--- src/rtl/fir_mac_seq.sv ---
module fir_mac_seq #(
  parameter int TAPS  = 8,
  parameter int DW    = 16,
  parameter int GUARD = 8
) (
  input  logic                         clk,
  input  logic                         rst_n,
  input  logic                         in_valid,
  output logic                         in_ready,
  input  logic signed [DW-1:0]         in_data,
  output logic                         out_valid,
  output logic signed [DW-1:0]         out_data,
  input  logic                         cf_we,
  input  logic [(TAPS>1?$clog2(TAPS):1)-1:0] cf_addr,
  input  logic signed [DW-1:0]         cf_data
);
  localparam int AW   = (TAPS > 1) ? $clog2(TAPS) : 1;
  localparam int PW   = 2 * DW;
  localparam int ACCW = PW + GUARD;
  localparam int FRAC = DW - 1;
  localparam int TOP  = FRAC + DW - 1;
  localparam int LW   = $clog2(TAPS + 1) + 1;
  localparam logic signed [ACCW-1:0] HALF =
    {{(ACCW-FRAC){1'b0}}, 1'b1, {(FRAC-1){1'b0}}};
  localparam logic [AW-1:0] LAST = AW'(TAPS - 1);

  typedef enum logic [1:0] {S_IDLE, S_RUN, S_DONE} st_t;

  st_t                    st;
  logic signed [DW-1:0]   hist [TAPS];
  logic signed [DW-1:0]   coef [TAPS];
  logic [AW-1:0]          wp, rp, cp, cnt;
  logic signed [ACCW-1:0] acc;
  logic signed [PW-1:0]   prod;
  logic signed [ACCW-1:0] prod_x;
  logic                   last_step;
  logic [ACCW-TOP-1:0]    hi_bits;

  function automatic logic [AW-1:0] step_up(input logic [AW-1:0] p);
    return (p == LAST) ? '0 : p + 1'b1;
  endfunction

  function automatic logic [AW-1:0] step_down(input logic [AW-1:0] p);
    return (p == '0) ? LAST : p - 1'b1;
  endfunction

  assign in_ready  = (st == S_IDLE);
  assign out_valid = (st == S_DONE);
  assign prod      = hist[rp] * coef[cp];
  assign prod_x    = ACCW'(prod);
  assign last_step = (cnt == LAST);
  assign hi_bits   = acc[ACCW-1:TOP];

  always_comb begin
    if (!acc[ACCW-1] && (|hi_bits))
      out_data = {1'b0, {(DW-1){1'b1}}};
    else if (acc[ACCW-1] && !(&hi_bits))
      out_data = {1'b1, {(DW-1){1'b0}}};
    else
      out_data = acc[TOP:FRAC];
  end

  always_ff @(posedge clk or negedge rst_n) begin
    if (!rst_n) begin
      st  <= S_IDLE;
      wp  <= '0;
      rp  <= '0;
      cp  <= '0;
      cnt <= '0;
      acc <= '0;
      for (int i = 0; i < TAPS; i++) begin
        hist[i] <= '0;
        coef[i] <= '0;
      end
    end else begin
      case (st)
        S_IDLE: begin
          if (cf_we && (int'(cf_addr) < TAPS)) coef[cf_addr] <= cf_data;
          if (in_valid) begin
            hist[wp] <= in_data;
            acc      <= '0;
            rp       <= wp;
            cp       <= '0;
            cnt      <= '0;
            st       <= S_RUN;
          end
        end
        S_RUN: begin
          acc <= acc + prod_x + (last_step ? HALF : '0);
          rp  <= step_up(rp);
          cp  <= step_up(cp);
          cnt <= cnt + 1'b1;
          if (last_step) st <= S_DONE;
        end
        S_DONE: begin
          wp <= step_down(wp);
          st <= S_IDLE;
        end
        default: st <= S_IDLE;
      endcase
    end
  end

  logic [LW-1:0] since_acc;
  always_ff @(posedge clk or negedge rst_n) begin
    if (!rst_n) since_acc <= '0;
    else if (in_valid && in_ready) since_acc <= '0;
    else if (since_acc != {LW{1'b1}}) since_acc <= since_acc + 1'b1;
  end


  pulse_once_chk: assert property (@(posedge clk) disable iff (!rst_n)
    out_valid |=> !out_valid);


  result_latency_chk: assert property (@(posedge clk) disable iff (!rst_n)
    out_valid |-> (since_acc == LW'(TAPS)));


  busy_after_accept_chk: assert property (@(posedge clk) disable iff (!rst_n)
    (in_valid && in_ready) |=> !in_ready);


  ready_after_result_chk: assert property (@(posedge clk) disable iff (!rst_n)
    out_valid |=> in_ready);


  coef_frozen_chk: assert property (@(posedge clk) disable iff (!rst_n)
    (cf_we && !in_ready) |=> (coef[$past(cf_addr)] == $past(coef[cf_addr])));
endmodule

--- config.mk ---
export PLATFORM = sky130hd
export DESIGN_NAME = fir_mac_seq
export DESIGN_NICKNAME = d
export VERILOG_FILES = /design/src/rtl/fir_mac_seq.sv
export SDC_FILE = /design/constraint.sdc
export NUM_CORES = 1
export LEC_CHECK = 0
export ABC_CLOCK_PERIOD_IN_PS = 11800
export BUFFER_PORTS_ARGS = -buffer_cell sky130_fd_sc_hd__clkbuf_2
export CAP_MARGIN = 10
export CORE_UTILIZATION = 65
export CTS_BUF_LIST = sky130_fd_sc_hd__clkbuf_8
export DETAILED_ROUTE_END_ITERATION = 6
export GPL_TIMING_DRIVEN = 0
export HOLD_SLACK_MARGIN = 0.03
export PLACE_DENSITY_LB_ADDON = 0.2
export SLEW_MARGIN = 10
export SYNTH_ARGS = -nofsm -noshare
export SYNTH_HDL_FRONTEND = slang
export SYNTH_SLANG_ARGS = --single-unit
--- constraint.sdc ---
create_clock -name clk -period 11.8 [get_ports clk]
set_input_delay 1.77 -clock clk [delete_from_list [all_inputs] [get_ports clk]]
set_output_delay 1.77 -clock clk [all_outputs]
set_load 0.01 [all_outputs]
== Word-level counts from Yosys, hierarchy flattened ==
Cells that the tools add are included.

* Add/sub/neg operators: 6
* Multiply operators: 1
* $lt $le $gt $ge: 6
* Eq/ne operators: 7
* Mux-type cells: 28
* Bitwise operators: 4
* Reduce and logical (&&, ||, !) cells: 15

{| class="wikitable"
|+ Operators with widths
! operator !! number
|-
| $bwmux W128 || 2
|-
| $mux W16 || 8
|-
| $bmux W16 S3 || 2
|-
| $demux W16 S3 || 2
|-
| $pmux W40 S2 || 1
|-
| $add A40 B15 Y40 || 1
|-
| $add A40 B40 Y40 || 1
|-
| $mux W40 || 1
|-
| $mul A16 B16 Y32 || 1
|-
| $pmux W3 S2 || 3
|-
| $ge A4 B4 Y1 const B || 4
|-
| $not A3 Y4 || 4
|-
| $mux W15 || 1
|-
| $mux W3 || 5
|-
| $reduce_and A10 Y1 || 1
|-
| $reduce_or A10 Y1 || 1
|-
| $add A3 B1 Y3 const B || 3
|-
| $eq A3 B3 Y1 const B || 3
|-
| $lt A4 B1 Y1 const B || 2
|-
| $reduce_and A2 Y1 || 4
|-
| $logic_and A1 B1 Y1 || 4
|-
| $mux W2 || 2
|-
| $ne A2 B2 Y1 const B || 2
|-
| $pmux W2 S2 || 1
|-
| other kinds (7) || 8
|}

* Flip-flop bits (word level): 310
* Bits of input ports: 39
* Logic and storage cells: 89

== Logic depth before layout (Yosys ltp) ==
* Word-level depth: 8
* Mapped depth: 41
* Gate-level depth less buffers: 38

== Least setup slack after synthesis ==
No wires, ideal clock.

* Path kind: reg2reg
* Start point: reg cp[0]
* End point: reg acc[39]
* Setup time: 118 ps
* Arrival time: 9603 ps
* Required time: 11682 ps
* Slack: 2079 ps
* Cell stages (with the launch flop): 39
* Clock period less this slack: 9721 ps
* Cells stage by stage: dfrtp_1 -> clkbuf_1 -> buf_1 -> mux4_2 -> mux2i_1 -> clkbuf_1 -> nor2_1 -> fa_1 -> inv_1 -> fa_1 -> fa_1 -> inv_1 -> fa_1 -> fa_1 -> inv_1 -> fa_1 -> inv_1 -> ha_1 -> (+3 left out) -> a221oi_1 -> a31oi_1 -> o21a_1 -> inv_1 -> a41oi_1 -> xnor2_1 -> ha_1 -> ha_1 -> clkbuf_1 -> a21o_1 -> a21oi_1 -> nand2_1 -> a21oi_1 -> o21ai_2 -> a311o_1 -> a21o_1 -> a31o_2 -> a21o_1

* Word-level cells in the longest chain between the ends: 8

{| class="wikitable"
|+ RTL lines
! item !! RTL line !! source
|-
| start, declared || 32 || <nowiki>logic [AW-1:0] wp, rp, cp, cnt;</nowiki>
|-
| start signal, assigned || 91 || <nowiki>cp <= step_up(cp);</nowiki>
|-
| $not A3 Y4 (implied by the code) || 49 || <nowiki>assign prod = hist[rp] * coef[cp];</nowiki>
|-
| $bmux W16 S3 || 49 ||
|-
| $mux W16 (implied by the code) (2 in a row) || 49 ||
|-
| $mul A16 B16 Y32 || 49 ||
|-
| $add A40 B40 Y40 || 89 || <nowiki>acc <= acc + prod_x + (last_step ? HALF : '0);</nowiki>
|-
| $add A40 B15 Y40 || 89 ||
|-
| $pmux W40 S2 || 76 || <nowiki>case (st)</nowiki>
|-
| end signal, assigned || 89 ||
|-
| end, declared || 33 || <nowiki>logic signed [ACCW-1:0] acc;</nowiki>
|}

Every way passes these cells. The select of a mux whose other input is x is not followed.
A chain may end at the register's enable or synchronous reset.

== Worst setup path after layout ==
* Start point: reg rp[1]
* End point: reg acc[39]

* Word-level cells in the longest chain between the ends: 8

{| class="wikitable"
|+ RTL lines
! item !! RTL line !! source
|-
| start, declared || 32 ||
|-
| start signal, assigned || 82 || <nowiki>rp <= wp;</nowiki>
|-
| start signal, assigned || 90 || <nowiki>rp <= step_up(rp);</nowiki>
|-
| $not A3 Y4 (implied by the code) || 49 ||
|-
| $bmux W16 S3 || 49 ||
|-
| $mux W16 (implied by the code) (2 in a row) || 49 ||
|-
| $mul A16 B16 Y32 || 49 ||
|-
| $add A40 B40 Y40 || 89 ||
|-
| $add A40 B15 Y40 || 89 ||
|-
| $pmux W40 S2 || 76 ||
|}

Every way passes these cells. The select of a mux whose other input is x is not followed.

==> results.txt <==
----------------------------------------------------
[STA]
  Worst Tran Pin Value ... approximately 1.2 ns
  Clock Skews ... 0.04768 ns
  Final Hold Viols ... 0
  Worst rel slew slack ... 0.1870
  Post-layout worst setup margin ... around 0.49 ns
  Setup violations, final ... 0
  Max frequency ... just under 90 MHz
  Final min period ... ~11 ns
  Crit share post-route ... 0.9581
  Final max-slew violation count ... 0

[Synth]
  Simple-gate share of the synthesized area ... 0.07298
  Post-synthesis instance total ... 2,265
  Most area-hungry cell type in the Yosys netlist ... sky130_fd_sc_hd__dfrtp_1
  Ys Warns ... 0
  Fraction of post-synthesis cell area in the top cell type by area ... 0.3031
  Synthesized area per cell ... approximately 11 sq um
  Post-synthesis xor/xnor area fraction ... 0.02312
  Async set-or-reset flop fraction in the synthesized netlist ... 1.000
  Synth Net Count ... between 2,000 and 3,000
  Synth Area in Adders ... 0.2876
  Complex-gate fraction of the synthesized area ... 0.06477
  Post-Synthesis Cell Area ... about 26,000 sq um
  Count of different cell masters after synthesis ... 66
  Seq/Total Area, Yosys ... 0.3031
  Register bit total from synthesis ... 310
  Predominant post-synthesis flop cell ... sky130_fd_sc_hd__dfrtp_1
  Most area-consuming cells after synthesis ... sky130_fd_sc_hd__dfrtp_1, sky130_fd_sc_hd__fa_1, sky130_fd_sc_hd__mux2_2, sky130_fd_sc_hd__ha_1, sky130_fd_sc_hd__mux4_2
  Multiplexer share of the synthesized area ... 0.1892
  Dominant combinational cell family by area after synthesis ... adder cells
  Post-synth EDFFs ... 0

[Floorplanning]
  Top-level I/O count ... 57
  Initial Utilization ... 0.6608
  Area of the placeable core ... 38,740 sq um
  Number of placement rows ... 72
  Die Outline Area ... 40,180 sq um
  Die W ... around 200 um
  Overall die height ... 200.4 um

[Worst setup path]
  Critical setup path kind ... reg -> reg
  CP Capture Type ... flip-flop
  CP arrival ... around 12 ns
  Cell seen most often among critical-path stages ... sky130_fd_sc_hd__fa_1
  Critical path's largest stage delay ... 0.75 ns
  Largest fanout on the critical path ... 10
  Slowest cell on the critical path ... sky130_fd_sc_hd__mux2i_1
  Worst Setup Start Kind ... flip-flop
  Critical path required time ... around 12 ns

[Global routing]
  Total routing resource utilization after global routing ... 0.3215
  Antenna violations before repair ... 0
  Residual overflow from global routing ... 0
  Vias in the first global route ... between 15,000 and 20,000
  Largest net degree at the start of global routing ... approximately 110
  Global-route wire length before repair ... between 100,000 and 150,000 um

[Placement]
  Placed wire-length estimate after detailed placement ... 47,240 um
  Port Buf Inserts ... between 50 and 60
  Pre-CTS WS ... roughly 0.022 ns
  Gp weighted congestion ... slightly below 1

[Clocking]
  Library cell used as clock root buffer ... sky130_fd_sc_hd__clkbuf_8
  Clock slew at the register clock pins of the worst setup and hold paths ... about 0.08 ns
  Buffer levels on the longest clock path ... 3
  CTS buffer count ... 52
  Number of levels in the clock H-tree ... 2
  Clock Sinks ... 310
  Post-CTS Setup Repair Bufs ... 0
  Clock latency on the worst-skew pair ... 0.66 ns
  Hold-fix buffers at CTS ... 0
  # resized after CTS ... 0
  CTS tree ... done

[Routing]
  Residual DRC ... 0
  Vias ... 17,340
  Average wire per standard cell ... 20.87 um
  First drt pass iteration count ... 5
  Total detailed-routing wirelength ... ~60,000 um
  Routed vias/inst ... a little under 6
  Antenna-violating nets left ... 0
  DRT iter0 DRCs ... 973

[Final layout]
  Total Nets Final ... roughly 2,800
  Ratio of cells with drive above 1 in the final layout ... 0.2153
  Synthesis-to-finish area growth ... 8.608%

[Min path]
  Min-Delay Path Class ... reg -> reg

[Flow run]
  Number of maximum-capacitance violations ... 0

[Run status]
  Status ... finished, final reports clean

----------------------------------------------------
[sequential cells by signal (all words and copies together) (netlist names)]
signal and flops:
coef 128, hist 128, acc 40, cnt 3, cp 3, rp 3
wp 3, st 2
[final timing paths]
check / slack [ns] / end / cells after the start / from
min reg2reg: 0.49 / acc[9]$_DFFE_PN0P_ / 2 / acc[9]$_DFFE_PN0P_
max: 0.49 / acc[39]$_DFFE_PN0P_ / 37 / rp[1]$_DFFE_PN0P_
min in group asynchronous: 1.03 / st[0]$_DFFE_PN0P_ / 1 / rst_n
min: 0.49 / acc[9]$_DFFE_PN0P_ / 2 / acc[9]$_DFFE_PN0P_
max in group asynchronous: 9.05 / coef[72]$_DFFE_PN0P_ / 4 / rst_n
max reg2reg: 0.49 / acc[39]$_DFFE_PN0P_ / 37 / rp[1]$_DFFE_PN0P_
[cell usage after synthesis (3+ instances only)]
master,count
sky130_fd_sc_hd__a31oi_1,9
sky130_fd_sc_hd__a22o_1,9
sky130_fd_sc_hd__buf_1,11
sky130_fd_sc_hd__nand2b_1,24
sky130_fd_sc_hd__mux2_2,279
sky130_fd_sc_hd__o211ai_1,3
sky130_fd_sc_hd__xor2_1,19
sky130_fd_sc_hd__xnor2_1,46
sky130_fd_sc_hd__a21o_1,27
sky130_fd_sc_hd__nor3_1,7
sky130_fd_sc_hd__nor2_1,171
sky130_fd_sc_hd__mux2i_1,26
sky130_fd_sc_hd__nand3_1,13
sky130_fd_sc_hd__clkbuf_1,64
sky130_fd_sc_hd__ha_1,166
sky130_fd_sc_hd__and2_1,4
sky130_fd_sc_hd__fa_1,264
sky130_fd_sc_hd__o31ai_1,9
sky130_fd_sc_hd__a22oi_1,3
sky130_fd_sc_hd__o21bai_1,10
sky130_fd_sc_hd__mux4_2,64
sky130_fd_sc_hd__nor4_1,5
sky130_fd_sc_hd__and3_1,7
sky130_fd_sc_hd__o21ai_0,53
sky130_fd_sc_hd__o21a_1,25
sky130_fd_sc_hd__a311o_1,3
sky130_fd_sc_hd__nand2_1,185
sky130_fd_sc_hd__inv_1,326
sky130_fd_sc_hd__a211oi_1,3
sky130_fd_sc_hd__nor2b_1,12
sky130_fd_sc_hd__or2_2,4
sky130_fd_sc_hd__a21oi_1,56
sky130_fd_sc_hd__nand4_1,7
sky130_fd_sc_hd__dfrtp_1,310
sky130_fd_sc_hd__a2111o_1,3
[layout make-up]
cell class                      count  area, sq um
Timing Repair Buffer               61        386.6
Buffer                             76        291.5
Multi-Input combinational cell   1552        16380
Clock inverter                     26        163.9
Tap cell                          518        648.1
Inverter                          326         1224
Sequential cell                   310         7757
Antenna cell                        1        2.502
Fill cell                        2778        10940
Clock buffer                       69        949.7
[worst max-delay path, delay by kind of cell (launching register included)]
kind / cells / cell delay, ns
adder cells (fa/ha/maj): 9 / 3.91
AO/OA/AOI/OAI: 14 / 3.35
buffers and inverters: 9 / 1.93
multiplexers: 2 / 1.21
flip-flops: 1 / 0.36
AND/OR/NAND/NOR: 2 / 0.23
XOR/XNOR: 1 / 0.17
[cell usage in the layout (no fill, tap or decap), types with 4 or more instances in the layout]
master                       n
sky130_fd_sc_hd__nand2b_1   24
sky130_fd_sc_hd__or2_2       4
sky130_fd_sc_hd__o21ai_0    53
sky130_fd_sc_hd__nor3_1      7
sky130_fd_sc_hd__xnor2_1    46
sky130_fd_sc_hd__o31ai_1     9
sky130_fd_sc_hd__and3_1      7
sky130_fd_sc_hd__buf_1       7
sky130_fd_sc_hd__fa_1      264
sky130_fd_sc_hd__mux4_2     64
sky130_fd_sc_hd__clkbuf_1   64
sky130_fd_sc_hd__a31oi_1     9
sky130_fd_sc_hd__nor2b_1    12
sky130_fd_sc_hd__a21oi_1    56
sky130_fd_sc_hd__mux2i_2     7
sky130_fd_sc_hd__a21o_1     27
sky130_fd_sc_hd__nand3_1    13
sky130_fd_sc_hd__xor2_1     18
sky130_fd_sc_hd__o21bai_1   10
sky130_fd_sc_hd__ha_1      166
sky130_fd_sc_hd__mux2i_1    19
sky130_fd_sc_hd__inv_1     335
sky130_fd_sc_hd__clkbuf_8   70
sky130_fd_sc_hd__nor2_1    171
sky130_fd_sc_hd__clkbuf_2   58
sky130_fd_sc_hd__dfrtp_1   310
sky130_fd_sc_hd__clkinv_2   13
sky130_fd_sc_hd__nand4_1     7
sky130_fd_sc_hd__a22o_1      9
sky130_fd_sc_hd__o21a_1     25
sky130_fd_sc_hd__nand2_1   185
sky130_fd_sc_hd__mux2_2    279
sky130_fd_sc_hd__and2_1      4
[per-layer routing]
metal	wire, um	global-route usage	share of wire
met4	2133	0.1268	0.035
met5	0	0	0
met3	3657	0.05211	0.060
met2	29840	0.5309	0.49
met1	25690	0.4301	0.42
[metrics by stage]
step	setup TNS (ns)	cell area, sq um	util	hold WS, ns	instances
floorplan	0	25600	-	0.4551	2265
global placement	0	26520	0.6847	0.4745	2839
detailed placement	0	26640	0.6878	0.4816	2844
CTS	0	27760	0.7165	0.4965	2939
global route	-0.02854	27800	0.7176	0.5164	2938
finish	0	27800	0.7176	0.4919	2939
[cell families (layout without fill, tap and decap cells)]
logic type / count (synthesis) / count (layout)
and+or+nand+nor: 444 / 444
adders and majority gates: 430 / 430
buffers and inverters: 403 / 558
muxes: 369 / 369
DFF: 310 / 310
AOI/OAI and AO/OA: 243 / 243
xor gates and xnor gates: 66 / 66
other: 0 / 1
Power is left out: the tool's default activity adds up to more than one toggle a clock period on the data nets, which glitch-free logic cannot reach.
